### src/rtl/addsub_pkg.sv
package addsub_pkg;

  localparam logic [3:0] OPC_ADD      = 4'd0;
  localparam logic [3:0] OPC_SUB      = 4'd1;
  localparam logic [3:0] OPC_SADD_SAT = 4'd2;
  localparam logic [3:0] OPC_SSUB_SAT = 4'd3;
  localparam logic [3:0] OPC_UADD_SAT = 4'd4;
  localparam logic [3:0] OPC_USUB_SAT = 4'd5;
  localparam logic [3:0] OPC_SADD_HLF = 4'd6;
  localparam logic [3:0] OPC_SSUB_HLF = 4'd7;
  localparam logic [3:0] OPC_UADD_HLF = 4'd8;
  localparam logic [3:0] OPC_USUB_HLF = 4'd9;

  typedef enum logic [1:0] {
    K_WRAP = 2'd0,
    K_SAT  = 2'd1,
    K_HALF = 2'd2,
    K_NONE = 2'd3
  } kind_e;

  typedef struct packed {
    logic  sub;
    logic  sgn;
    kind_e kind;
  } op_ctrl_t;

endpackage

### src/rtl/addsub_decoder.sv
module addsub_decoder
  import addsub_pkg::*;
(
  input  logic [3:0] op_i,
  output op_ctrl_t   ctrl_o
);
  always_comb begin
    ctrl_o = '{sub: 1'b0, sgn: 1'b0, kind: K_NONE};
    unique case (op_i)
      OPC_ADD:      ctrl_o = '{sub: 1'b0, sgn: 1'b0, kind: K_WRAP};
      OPC_SUB:      ctrl_o = '{sub: 1'b1, sgn: 1'b0, kind: K_WRAP};
      OPC_SADD_SAT: ctrl_o = '{sub: 1'b0, sgn: 1'b1, kind: K_SAT};
      OPC_SSUB_SAT: ctrl_o = '{sub: 1'b1, sgn: 1'b1, kind: K_SAT};
      OPC_UADD_SAT: ctrl_o = '{sub: 1'b0, sgn: 1'b0, kind: K_SAT};
      OPC_USUB_SAT: ctrl_o = '{sub: 1'b1, sgn: 1'b0, kind: K_SAT};
      OPC_SADD_HLF: ctrl_o = '{sub: 1'b0, sgn: 1'b1, kind: K_HALF};
      OPC_SSUB_HLF: ctrl_o = '{sub: 1'b1, sgn: 1'b1, kind: K_HALF};
      OPC_UADD_HLF: ctrl_o = '{sub: 1'b0, sgn: 1'b0, kind: K_HALF};
      OPC_USUB_HLF: ctrl_o = '{sub: 1'b1, sgn: 1'b0, kind: K_HALF};
      default:      ctrl_o = '{sub: 1'b0, sgn: 1'b0, kind: K_NONE};
    endcase
  end
endmodule

### src/rtl/addsub_core.sv
module addsub_core #(
  parameter int W = 64
) (
  input  logic [W-1:0] a_i,
  input  logic [W-1:0] b_i,
  input  logic         sub_i,
  input  logic         sgn_i,
  output logic [W:0]   sum_o
);
  logic [W:0] a_ext, b_ext, b_op;

  always_comb begin
    a_ext = {sgn_i & a_i[W-1], a_i};
    b_ext = {sgn_i & b_i[W-1], b_i};
    b_op  = sub_i ? ~b_ext : b_ext;
    sum_o = a_ext + b_op + {{W{1'b0}}, sub_i};
  end
endmodule

### src/rtl/addsub_shaper.sv
module addsub_shaper
  import addsub_pkg::*;
#(
  parameter int W = 64
) (
  input  logic [W:0]   sum_i,
  input  logic         a_msb_i,
  input  op_ctrl_t     ctrl_i,
  output logic [W-1:0] res_o,
  output logic         sat_o
);
  localparam logic [W-1:0] S_MAX = {1'b0, {(W-1){1'b1}}};
  localparam logic [W-1:0] S_MIN = {1'b1, {(W-1){1'b0}}};
  localparam logic [W-1:0] U_MAX = {W{1'b1}};

  logic s_ovf, u_ovf;

  always_comb begin
    s_ovf = sum_i[W] ^ sum_i[W-1];
    u_ovf = sum_i[W];
    res_o = '0;
    sat_o = 1'b0;
    unique case (ctrl_i.kind)
      K_WRAP: res_o = sum_i[W-1:0];
      K_SAT: begin
        if (ctrl_i.sgn) begin
          sat_o = s_ovf;
          res_o = s_ovf ? (a_msb_i ? S_MIN : S_MAX) : sum_i[W-1:0];
        end else begin
          sat_o = u_ovf;
          res_o = u_ovf ? (ctrl_i.sub ? '0 : U_MAX) : sum_i[W-1:0];
        end
      end
      K_HALF: res_o = sum_i[W:1];
      default: res_o = '0;
    endcase
  end
endmodule

### src/rtl/wide_addsub_unit.sv
module wide_addsub_unit
  import addsub_pkg::*;
#(
  parameter int DATA_W = 64
) (
  input  logic              clk,
  input  logic              rst,
  input  logic [3:0]        op_sel,
  input  logic [DATA_W-1:0] opnd_a,
  input  logic [DATA_W-1:0] opnd_b,
  input  logic              ovf_clr,
  output logic [DATA_W-1:0] res_q,
  output logic              sat_q,
  output logic              ovf_sticky
);
  op_ctrl_t          ctrl;
  logic [DATA_W:0]   sum;
  logic [DATA_W-1:0] res_n;
  logic              sat_n;

  addsub_decoder u_dec (.op_i(op_sel), .ctrl_o(ctrl));

  addsub_core #(.W(DATA_W)) u_core (
    .a_i(opnd_a), .b_i(opnd_b), .sub_i(ctrl.sub), .sgn_i(ctrl.sgn), .sum_o(sum)
  );

  addsub_shaper #(.W(DATA_W)) u_shape (
    .sum_i(sum), .a_msb_i(opnd_a[DATA_W-1]), .ctrl_i(ctrl), .res_o(res_n), .sat_o(sat_n)
  );

  always_ff @(posedge clk) begin
    if (rst) begin
      res_q      <= '0;
      sat_q      <= 1'b0;
      ovf_sticky <= 1'b0;
    end else begin
      res_q      <= res_n;
      sat_q      <= sat_n;
      ovf_sticky <= ovf_clr ? 1'b0 : (ovf_sticky | sat_n);
    end
  end

  a_r1_wrap_quiet: assert property (@(posedge clk) disable iff (rst)
    (op_sel == OPC_ADD || op_sel == OPC_SUB) |=> !sat_q);

  // halving paths never clamp
  a_r4_half_quiet: assert property (@(posedge clk) disable iff (rst)
    (op_sel >= OPC_SADD_HLF && op_sel <= OPC_USUB_HLF) |=> !sat_q);

  a_r3_usub_floor: assert property (@(posedge clk) disable iff (rst)
    (op_sel == OPC_USUB_SAT && opnd_a < opnd_b) |=> (res_q == '0 && sat_q));

  a_r6_unused_zero: assert property (@(posedge clk) disable iff (rst)
    (op_sel > OPC_USUB_HLF && !ovf_clr) |=> (res_q == '0 && !sat_q && $stable(ovf_sticky)));

  a_r8_clear_wins: assert property (@(posedge clk) disable iff (rst)
    ovf_clr |=> !ovf_sticky);

  a_r7_sticky_holds: assert property (@(posedge clk) disable iff (rst)
    (ovf_sticky && !ovf_clr) |=> ovf_sticky);
endmodule

### config.mk
export PLATFORM = sky130hd
export DESIGN_NAME = wide_addsub_unit
export DESIGN_NICKNAME = d
export VERILOG_FILES = /design/src/rtl/addsub_pkg.sv /design/src/rtl/addsub_decoder.sv /design/src/rtl/addsub_core.sv /design/src/rtl/addsub_shaper.sv /design/src/rtl/wide_addsub_unit.sv
export SDC_FILE = /design/constraint.sdc
export NUM_CORES = 1
export LEC_CHECK = 0
export BUFFER_PORTS_ARGS = -buffer_cell sky130_fd_sc_hd__buf_2
export CORE_ASPECT_RATIO = 0.5
export CORE_MARGIN = 3
export CORE_UTILIZATION = 55
export DETAILED_ROUTE_END_ITERATION = 8
export PLACE_DENSITY_LB_ADDON = 0.2
export SLEW_MARGIN = 20
export SYNTH_ARGS = -nofsm -noshare
export SYNTH_HDL_FRONTEND = slang
export SYNTH_SLANG_ARGS = --single-unit
### constraint.sdc
create_clock -name clk -period 8 [get_ports clk]
set_clock_uncertainty 0.15 [all_clocks]
set_input_delay 1.6 -clock clk [delete_from_list [all_inputs] [get_ports clk]]
set_output_delay 1.6 -clock clk [all_outputs]
set_load 0.005 [all_outputs]
== Yosys cells after proc, flatten, opt, wreduce, memory -nomap -nowiden ==
Memories as Yosys holds them, arrays and structs flattened.
Index checks and enable logic that the tools add are counted.
Storage, ports and cells
  input bits: 135
  memory bits (read-only): 64
  logic and storage cells: 24
  bits in registers: 66
  memories: 1
Operators by class
  multiplexer cells: 9
  $add $sub $neg: 2
  bitwise operators: 5
  eq/ne operators: 2
  reductions and logical operators: 2
Memory list
  (name not given): words 16, width 4, read ports 1, clocked after Yosys merged registers in 0, write ports 0, RTL line addsub_decoder.sv:9  | unique case (op_i)
Operators with widths (count)
  two-way mux 64 bit: 5
  case mux 64 bit (3 select lines): 1
  adder 65 x 1 -> 65 bit: 1
  adder 65 bit: 1
  two-way mux 65 bit: 1
  inverter 65 bit: 1
  AND 1 bit: 2
  == test 2 x 1 -> 1 bit (second input constant): 1
  == test 2 bit (second input constant): 1
  zero test 2 bit: 1
  two-way mux 1 bit: 2
  OR reduction 2 bit: 1
  OR 1 bit: 1
  bitwise XOR 1 bit: 1

== Longest topological paths before layout ==
Gate-level depths: netlist of the first run.
An unclocked memory read counts as a cell.
  depth after elaboration: 10
  gate-level depth with buffers: 22
  depth with buffers taken out: 15

== By module ==
From an unflattened synthesis of the first run, not the netlist that was laid out.
Second synthesis, totals
  cell total of the unflattened synthesis: 1051
  area total of the unflattened synthesis: 7937.6 um^2
Modules (own cells, without submodules)
  addsub_core: cells each 667, area each 4558.1 um^2, instances 1
  wide_addsub_unit: cells each 140, area each 1799.2 um^2, instances 1
  addsub_shaper: cells each 234, area each 1512.7 um^2, instances 1
  addsub_decoder: cells each 10, area each 67.6 um^2, instances 1

== Least setup slack after synthesis of the first run ==
Ideal clock, no wire load.
  kind: input port to flip-flop
  start: input op_sel[3]
  end: register res_q[19]
  setup slack: 1.874 ns
  arrival: 5.855 ns
  library setup time: 0.122 ns
  stages on the path: 21
  path through: buf_2 > o21ai_1 > nand2_1 > clkbuf_1 > clkbuf_1 > xnor2_1 > fa_1 > a211oi_2 > o211ai_1 > a21oi_2 > nor4b_2 > o21ai_1 > nand2_1 > a211oi_1 > nand2_2 > xnor2_2 > buf_6 > o2111a_1 > buf_6 > buf_6 > a221o_1
Between the ends
  longest elaborated chain between the ends: 10
  elaborated cells on any way between the ends: 16
  classes of those cells: add/sub: 2; eq/ne: 2; mux: 6; bitwise: 4; reduce/logical: 1; memory: 1
Ends and longest elaborated chain
  start, declared: RTL line wide_addsub_unit.sv:8  | input logic [3:0] op_sel,
  memory (16 x 4 bit) *
  AND 1 bit: RTL line addsub_core.sv:14  | b_ext = {sgn_i & b_i[W-1], b_i};
  inverter 65 bit: RTL line addsub_core.sv:15  | b_op = sub_i ? ~b_ext : b_ext;
  two-way mux 65 bit: RTL line addsub_core.sv:15
  adder 65 bit: RTL line addsub_core.sv:16  | sum_o = a_ext + b_op + {{W{1'b0}}, sub_i};
  adder 65 x 1 -> 65 bit: RTL line addsub_core.sv:16
  bitwise XOR 1 bit: RTL line addsub_shaper.sv:19  | s_ovf = sum_i[W] ^ sum_i[W-1];
  two-way mux 64 bit: RTL line addsub_shaper.sv:28  | res_o = s_ovf ? (a_msb_i ? S_MIN : S_MAX) : sum_i[W-1:0];
  two-way mux 64 bit: RTL line addsub_shaper.sv:26  | if (ctrl_i.sgn) begin
  case mux 64 bit (3 select lines) *: RTL line addsub_shaper.sv:23  | unique case (ctrl_i.kind)
  end signal, assigned: RTL line wide_addsub_unit.sv:37  | res_q <= res_n;
  end, declared: RTL line wide_addsub_unit.sv:12  | output logic [DATA_W-1:0] res_q,
Mark *: on every way between the ends. The rest lies on a longest branch, timed or not.
A chain may end at the register's enable or synchronous reset.

== Worst setup path in the final report of the first run ==
  start: input op_sel[1]
  end: register res_q[41]
The elaborated chain is that of the path after synthesis.

==> flow_summary.json, run 1 <==
{
  "status": "complete, no violations",
  "worst-setup-path-type": "in -> reg",
  "power_density_nw_per_um2": 198,
  "ant_nets": 0,
  "ys_types": 76,
  "cp_num_buf_inv": 2,
  "cts_tree": "yes",
  "totalWireLength_microns": 23000,
  "antenna_found_initial": 0,
  "hold_viol": 0,
  "h-tree-depth": 3,
  "dr.pass1.iters": 5,
  "period_minus_slack_ns": 6.90,
  "grt_max_degree": 48,
  "dieArea_sq_um": 14900,
  "path_clk_slew_ns": 0.06,
  "setup-tns-final_ns": 0,
  "num_vias": 8021,
  "finalCritPeriodShare_pct": 86.2,
  "path_max_fanout": 47,
  "vdd_drop_max_mv": 0.0938,
  "slew_violations": 0,
  "async_flop_share_pct": 0,
  "cts_sinks": 66,
  "crit_family": "compound AO/OA/AOI/OAI gates",
  "synth_ff_type": "dfxtp_1",
  "fp.dieW_microns": 170,
  "grt-ovfl-total": 0,
  "grt_pass1_wl_microns": 35900,
  "p_leak_nw": 3.79,
  "worstMarginPinSlew_ns": 1.03,
  "track_usage_pct": 29.6,
  "dp_slack_ns": 0.899,
  "post_cts_buffers": 0,
  "start_kind": "input port",
  "port_buffers": 200,
  "numCtsBuffers": 9,
  "cp.required_ns": 8.12,
  "worst_setup_path_end_kind": "register",
  "grt_pass1_vias": 7239,
  "drcViolationCount": 0,
  "hold_buffers": 0,
  "final_core_utilization_pct": 67.1,
  "hold_slack_ns": 0.335,
  "crit_arrival_ns": 7.02,
  "place_hpwl_microns": 18200,
  "worst_path_largest_cell_delay_ns": 0.94,
  "total_power_mw": 1.71,
  "cts_resized": 0,
  "drv_cap": 0,
  "cts_buffer_depth": 2,
  "slew_headroom_pct": 31.0,
  "initial_utilization_pct": 57.2,
  "slowest_stage": "o2111a_1",
  "syn-num-nets": 1175,
  "die_h_microns": 87.8,
  "drtIter0Drc": 612,
  "final_common_cell": "buf_2",
  "cts_root_buf": "clkbuf_16",
  "syn2layout_area_growth_pct": 17.2,
  "drive_above_1_share_pct": 22.4,
  "ys_ff_latch": 66,
  "hp-class": "reg -> reg",
  "setup_viol_count_final": 0,
  "coreArea_sq_um": 12900,
  "n_antenna_cell": 0,
  "syn-cell-area_sq_um": 7370,
  "path_cells": "buf_2 -> o21ai_1 -> nand2_4 -> xnor2_1 -> ha_1 -> nand4_1 -> nor2_1 -> o211ai_2 -> a311oi_2 -> nor3_1 -> or3_1 -> and2_1 -> xnor2_2 -> buf_4 -> o2111a_1 -> a221o_1",
  "setup_slack_ns": 1.10,
  "ys_seq_area_share_pct": 17.9,
  "io_pins": 201,
  "nNetsFinal": 1331,
  "wl_per_cell_microns": 17.6,
  "clock_latency_ns": 0.34,
  "rsz0062_at_grt": "no",
  "synth_edf_count": 0,
  "ys.warnings.count": 0,
  "rows": 29,
  "fmaxAchievable_mhz": 145,
  "layout_common_cells": "buf_2 (200), a21oi_1 (114), xnor2_1 (99), o21ai_0 (90), nand2_1 (86)",
  "place.gp.congestion": 0.947,
  "syn_area_per_cell_sq_um": 7.56,
  "viasPerCell": 6.15,
  "synthCells": 974
}
-- synthesized netlist by cell type (11+ instances only) --
cell type    n  area [sq um]
a21o_1      17           128
a21oi_1    115           576
a221o_1     23           230
a22o_1      24           210
buf_2       12          60.1
clkbuf_1    35           131
dfxtp_1     66          1320
ha_1        65           813
inv_1       17          63.8
nand2_1     87           327
nand3_1     14          70.1
nand4_1     22           138
nor2_1      74           278
nor3_1      13          65.1
o211ai_1    12          90.1
o21a_1      11          82.6
o21ai_0     90           450
o21ai_1     15          75.1
o21bai_1    11          82.6
xnor2_1     99           867
xor2_1      27           236
-- cell families after synthesis --
kind of cell,after synthesis,share of synthesized area (%)
flops,66,17.9
simple gates,250,15.9
xor+xnor,127,15.2
compound gates,385,34.2
fa+ha+maj,67,11.4
mux,1,0.153
buf+inv,78,5.15
-- per-stage QoR --
step	cell area, sq um	std cells
global placement	8330	1289
finish	8640	1305
floorplan	7370	974
CTS	8630	1305
detailed placement	8330	1289
global route	8640	1305
-- state kept, by name, summed over array words and instances (netlist names) --
signal and flops:
ovf_sticky 1, res_q 64, sat_q 1
-- routing by layer --
metal | GRT usage, % | part of all wire, % | vias to the layer above
li1 | - | - | 3918
met1 | 40.1 | 45 | 3727
met2 | 49.5 | 46 | 356
met3 | 5.18 | 8.1 | 20
met4 | 7.05 | 1.2 | 0
met5 | 0 | 0 | -
-- worst paths after layout --
| kind | slack [ns] | cells after the start | startpoint | to |
|---|---|---|---|---|
| setup / recovery | 1.10 | 16 | op_sel[1] | res_q[41] |
| hold / removal | 0.34 | 1 | ovf_sticky | ovf_sticky |
| setup reg to reg | 7.25 | 1 | ovf_sticky | ovf_sticky |
| hold reg to reg | 0.34 | 1 | ovf_sticky | ovf_sticky |
-- power breakdown --
group | total (mW) | switching (mW) | internal, mW
Clock | 0.398 | 0.156 | 0.242
Combinational | 0.937 | 0.575 | 0.362
Sequential | 0.375 | 0.0118 | 0.363
Total | 1.71 | 0.742 | 0.966
-- area by class of cell --
type / instances / area [sq um]
well taps: 170 / 213
flip-flops and latches: 66 / 1320
fillers: 1162 / 4240
inverters: 17 / 63.8
clock inverters: 6 / 67.6
multi-input cells: 830 / 5700
clock buffers: 10 / 229
repair buffers: 206 / 1050
(Power assumes the default switching activity.)
==> run 2: changes to the inputs <==
- CTS_BUF_LIST: default -> sky130_fd_sc_hd__clkbuf_8
- TNS_END_PERCENT: default -> 5
==> run 2 against run 1 <==
Die area stayed put. Combinational power hardly changed. Worst setup slack better by 0.0027 ns. Non-clock buffer count stayed put. Global-route usage is 0.35 points lower. Register-to-register slack hardly changed. Critical path type unchanged.
==> flow_summary.json, run 2 (synthesized netlist as in run 1, its figures left out) <==
{
  "io_pins": 201,
  "period_minus_slack_ns": 6.90,
  "clock_latency_ns": 0.35,
  "cts_tree": "yes",
  "status": "complete, no violations",
  "cts_sinks": 66,
  "drcViolationCount": 0,
  "cp_num_buf_inv": 2,
  "drtIter0Drc": 674,
  "hold_viol": 0,
  "path_clk_slew_ns": 0.09,
  "port_buffers": 200,
  "syn2layout_area_growth_pct": 15.9,
  "num_vias": 8022,
  "viasPerCell": 6.15,
  "cts_resized": 0,
  "worstMarginPinSlew_ns": 1.03,
  "start_kind": "input port",
  "power_density_nw_per_um2": 187,
  "crit_arrival_ns": 7.03,
  "layout_common_cells": "buf_2 (200), a21oi_1 (114), xnor2_1 (99), o21ai_0 (90), nand2_1 (86)",
  "p_leak_nw": 3.75,
  "regMostFlops": "res_q",
  "grt_max_degree": 48,
  "largest_reg_flops": 64,
  "grt_pass1_vias": 7179,
  "place.gp.congestion": 0.947,
  "coreArea_sq_um": 12900,
  "setup_viol_count_final": 0,
  "nNetsFinal": 1331,
  "numCtsBuffers": 9,
  "drive_above_1_share_pct": 22.4,
  "top_regs": "res_q (64), ovf_sticky (1), sat_q (1)",
  "rows": 29,
  "cts_root_buf": "clkbuf_8",
  "die_h_microns": 87.8,
  "drv_cap": 0,
  "hold_buffers": 0,
  "final_common_cell": "buf_2",
  "wl_per_cell_microns": 17.5,
  "fp.dieW_microns": 170,
  "cts_buffer_depth": 2,
  "cp.required_ns": 8.14,
  "path_max_fanout": 47,
  "hp-class": "reg -> reg",
  "slew_violations": 0,
  "antenna_found_initial": 0,
  "finalCritPeriodShare_pct": 86.2,
  "fmaxAchievable_mhz": 145,
  "rsz0062_at_grt": "no",
  "dieArea_sq_um": 14900,
  "worst_setup_path_end_kind": "register",
  "crit_family": "compound AO/OA/AOI/OAI gates",
  "hold_slack_ns": 0.342,
  "setup-tns-final_ns": 0,
  "post_cts_buffers": 0,
  "slowest_stage": "o2111a_1",
  "h-tree-depth": 3,
  "place_hpwl_microns": 18200,
  "n_antenna_cell": 0,
  "ant_nets": 0,
  "grt_pass1_wl_microns": 35600,
  "worst-setup-path-type": "in -> reg",
  "grt-ovfl-total": 0,
  "initial_utilization_pct": 57.2,
  "slew_headroom_pct": 31.4,
  "totalWireLength_microns": 22800,
  "dr.pass1.iters": 5,
  "path_cells": "buf_2 -> o21ai_1 -> nand2_4 -> xnor2_1 -> ha_1 -> nand4_1 -> nor2_1 -> o211ai_2 -> a311oi_2 -> nor3_1 -> or3_1 -> and2_1 -> xnor2_2 -> buf_4 -> o2111a_1 -> a221o_1",
  "track_usage_pct": 29.2,
  "vdd_drop_max_mv": 0.101,
  "worst_path_largest_cell_delay_ns": 0.93
}
[run 2: cell count changes in the layout (fill, tap and decap cells not counted)]
cell / before / now
clkbuf_1: 1 / 0
clkbuf_16: 9 / 0
clkbuf_8: 0 / 9
inv_1: 17 / 18
[run 2: metal layers]
| layer | vias to the layer above | part of all wire [%] | track usage (%) | routed length [microns] |
|---|---|---|---|---|
| li1 | 3915 | - | - | - |
| met1 | 3758 | 46 | 40.4 | 10600 |
| met2 | 323 | 46 | 49.4 | 10400 |
| met3 | 26 | 7.1 | 4.46 | 1620 |
| met4 | 0 | 0.95 | 5.04 | 216 |
| met5 | - | 0 | 0 | 0 |
[run 2: final timing paths]
path                                  from         end  slack, ns  cells past startpoint
worst max-delay path             op_sel[1]   res_q[41]       1.10                     16
worst min-delay path            ovf_sticky  ovf_sticky       0.34                      1
worst max register to register  ovf_sticky  ovf_sticky       7.25                      1
worst min register to register  ovf_sticky  ovf_sticky       0.34                      1
[run 2: final cells by class]
type,instances,area (sq um)
well taps,170,213
repair buffers,206,1050
fillers,1173,4350
clock inverters,7,71.3
multi-input cells,830,5700
inverters,17,63.8
flip-flops and latches,66,1320
clock buffers,9,124
[run 2: power breakdown]
part | switching [mW] | internal (mW)
registers | 0.0119 | 0.362
logic | 0.572 | 0.362
clock network | 0.143 | 0.143
[run 2: metrics by stage]
step                      power [mW]  worst slack (ns)  std cells  utilization [%]  area, sq um
after floorplan                 1.06              1.87        974                -         7370
after global placement          1.28             0.978       1289             64.7         8330
after detailed placement        1.29             0.899       1289             64.7         8330
after CTS                       1.58              1.23       1305             66.2         8530
after global routing            1.70             0.751       1305             66.3         8540
final                           1.59              1.10       1305             66.3         8540
==> run 3: changes to the inputs <==
- CORE_UTILIZATION: 55 -> 60
- clock period: 8 -> 8.65 ns (I/O delays scaled with it)
==> run 3 against run 2 <==
Sequential share of layout area barely moved. Critical path depth did not move. Clock-buffer cell count did not move. Routed wire length barely moved. Cell count fell by 1.0%. Utilization rose by 8.0 points. Via count rose by 3.1%. Largest power group unchanged. Highest routed layer unchanged.
==> flow_summary.json, run 3 (synthesized netlist as in run 1, its figures left out) <==
{
  "fp.dieW_microns": 163,
  "slew_violations": 0,
  "numCtsBuffers": 9,
  "place_hpwl_microns": 18000,
  "intPower_mw": 0.829,
  "track_usage_pct": 31.7,
  "h-tree-depth": 3,
  "grt-ovfl-total": 0,
  "worst-setup-path-type": "in -> reg",
  "drv_cap": 0,
  "die_h_microns": 84.4,
  "cts_buffer_depth": 2,
  "hp-class": "reg -> reg",
  "path_max_fanout": 65,
  "cp.required_ns": 8.79,
  "final_common_cell": "buf_2",
  "initial_utilization_pct": 64.1,
  "ant_nets": 0,
  "hold_viol": 0,
  "vdd_drop_max_mv": 0.0806,
  "drcViolationCount": 0,
  "post_cts_buffers": 0,
  "clock_latency_ns": 0.34,
  "cp_num_buf_inv": 1,
  "cts_resized": 0,
  "totalWireLength_microns": 22800,
  "nNetsFinal": 1329,
  "finalCritPeriodShare_pct": 81.2,
  "num_vias": 8270,
  "io_pins": 201,
  "regMostFlops": "res_q",
  "p_leak_nw": 3.76,
  "drive_above_1_share_pct": 22.2,
  "setup_viol_count_final": 0,
  "dp_slack_ns": 1.23,
  "clkPwrFrac_pct": 19.1,
  "wl_per_cell_microns": 17.7,
  "rows": 27,
  "coreArea_sq_um": 11500,
  "path_clk_slew_ns": 0.07,
  "status": "complete, no violations",
  "cts_tree": "yes",
  "seqCellArea_sq_um": 1320,
  "port_buffers": 200,
  "cts_sinks": 66,
  "slew_headroom_pct": 28.9,
  "grt_pass1_vias": 7528,
  "place.gp.congestion": 0.973,
  "power_switching_mw": 0.674,
  "fmaxAchievable_mhz": 142,
  "hold_buffers": 0,
  "multi_input_area_sq_um": 5710,
  "largest_reg_flops": 64,
  "worstMarginPinSlew_ns": 1.04,
  "cts_root_buf": "clkbuf_8",
  "syn2layout_area_growth_pct": 15.8,
  "setup_slack_ns": 1.62,
  "grt_max_degree": 66,
  "antenna_found_initial": 0,
  "start_kind": "input port",
  "slowest_stage": "o2111a_1",
  "power_frac_seq_pct": 23.0,
  "viasPerCell": 6.40,
  "layout_common_cells": "buf_2 (200), a21oi_1 (114), xnor2_1 (99), o21ai_0 (90), nand2_1 (86)",
  "power_density_nw_per_um2": 176,
  "worst_path_largest_cell_delay_ns": 0.94,
  "drtIter0Drc": 904,
  "grt_pass1_wl_microns": 36400,
  "top_regs": "res_q (64), ovf_sticky (1), sat_q (1)",
  "crit_arrival_ns": 7.16,
  "total_power_mw": 1.50,
  "hold_slack_ns": 0.315,
  "worst_setup_path_end_kind": "register",
  "rsz0062_at_grt": "no",
  "switching_share_pct": 44.8,
  "pwr-share-comb_pct": 57.9,
  "period_minus_slack_ns": 7.03,
  "setup-tns-final_ns": 0,
  "crit_family": "compound AO/OA/AOI/OAI gates",
  "path_cells": "buf_2 -> o21ai_1 -> nand2_8 -> xnor2_1 -> ha_1 -> nand2_1 -> nor4_2 -> nand2b_1 -> a311oi_2 -> nor3_1 -> or3_1 -> and2_1 -> a211oi_1 -> a311o_1 -> o2111a_1 -> a221o_1",
  "final.fill_count": 943,
  "dieArea_sq_um": 13700,
  "n_antenna_cell": 0,
  "dr.pass1.iters": 5
}
run 3: cell count changes in the layout (fill, tap and decap cells not counted):
cell / before / now
clkinv_2: 1 / 2
clkinv_4: 2 / 1
inv_1: 18 / 19
buf_4: 6 / 4
nand2_4: 1 / 0
nand2_8: 0 / 1
bufinv_16: 1 / 2
clkinvlp_4: 2 / 0
run 3: power groups by stage:
stage          Sequential [mW]  Combinational, mW  Clock (mW)
3_5_place_dp             0.353              0.843           0
2_1_floorplan            0.354              0.628           0
3_3_place_gp             0.352              0.830           0
6_report                 0.346              0.870       0.286
5_1_grt                  0.348              0.950       0.304
4_1_cts                  0.346              0.849       0.284
run 3: final timing paths:
kind | to | depth (start not counted) | slack, ns | from
max | res_q[59] | 16 | 1.62 | op_sel[1]
min | ovf_sticky | 1 | 0.31 | ovf_sticky
max reg2reg | ovf_sticky | 1 | 7.92 | ovf_sticky
min reg2reg | ovf_sticky | 1 | 0.31 | ovf_sticky
run 3: through the flow:
step | area [sq um] | std cells | utilization [%]
after floorplan | 7370 | 974 | -
after global placement | 8300 | 1276 | 72.3
after detailed placement | 8300 | 1276 | 72.3
after CTS | 8510 | 1292 | 74.1
after global routing | 8530 | 1292 | 74.3
final | 8530 | 1292 | 74.3
run 3: cell type report:
cell class | instances | area share, %
multi-input combinational | 830 | 66.9
tap | 159 | 2.33
clock buffer | 9 | 1.45
clock inverter | 7 | 1.01
inverter | 17 | 0.748
timing repair buffer | 204 | 12.1
sequential | 66 | 15.5
run 3: layer usage:
metal | vias to the layer above | share of wire (%) | routed length (microns) | global-route usage, %
li1 | 3918 | - | - | -
met1 | 3817 | 43 | 9740 | 42.9
met2 | 480 | 45 | 10200 | 51.8
met3 | 55 | 11 | 2460 | 6.51
met4 | 0 | 1.8 | 418 | 7.67
met5 | - | 0 | 0 | 0
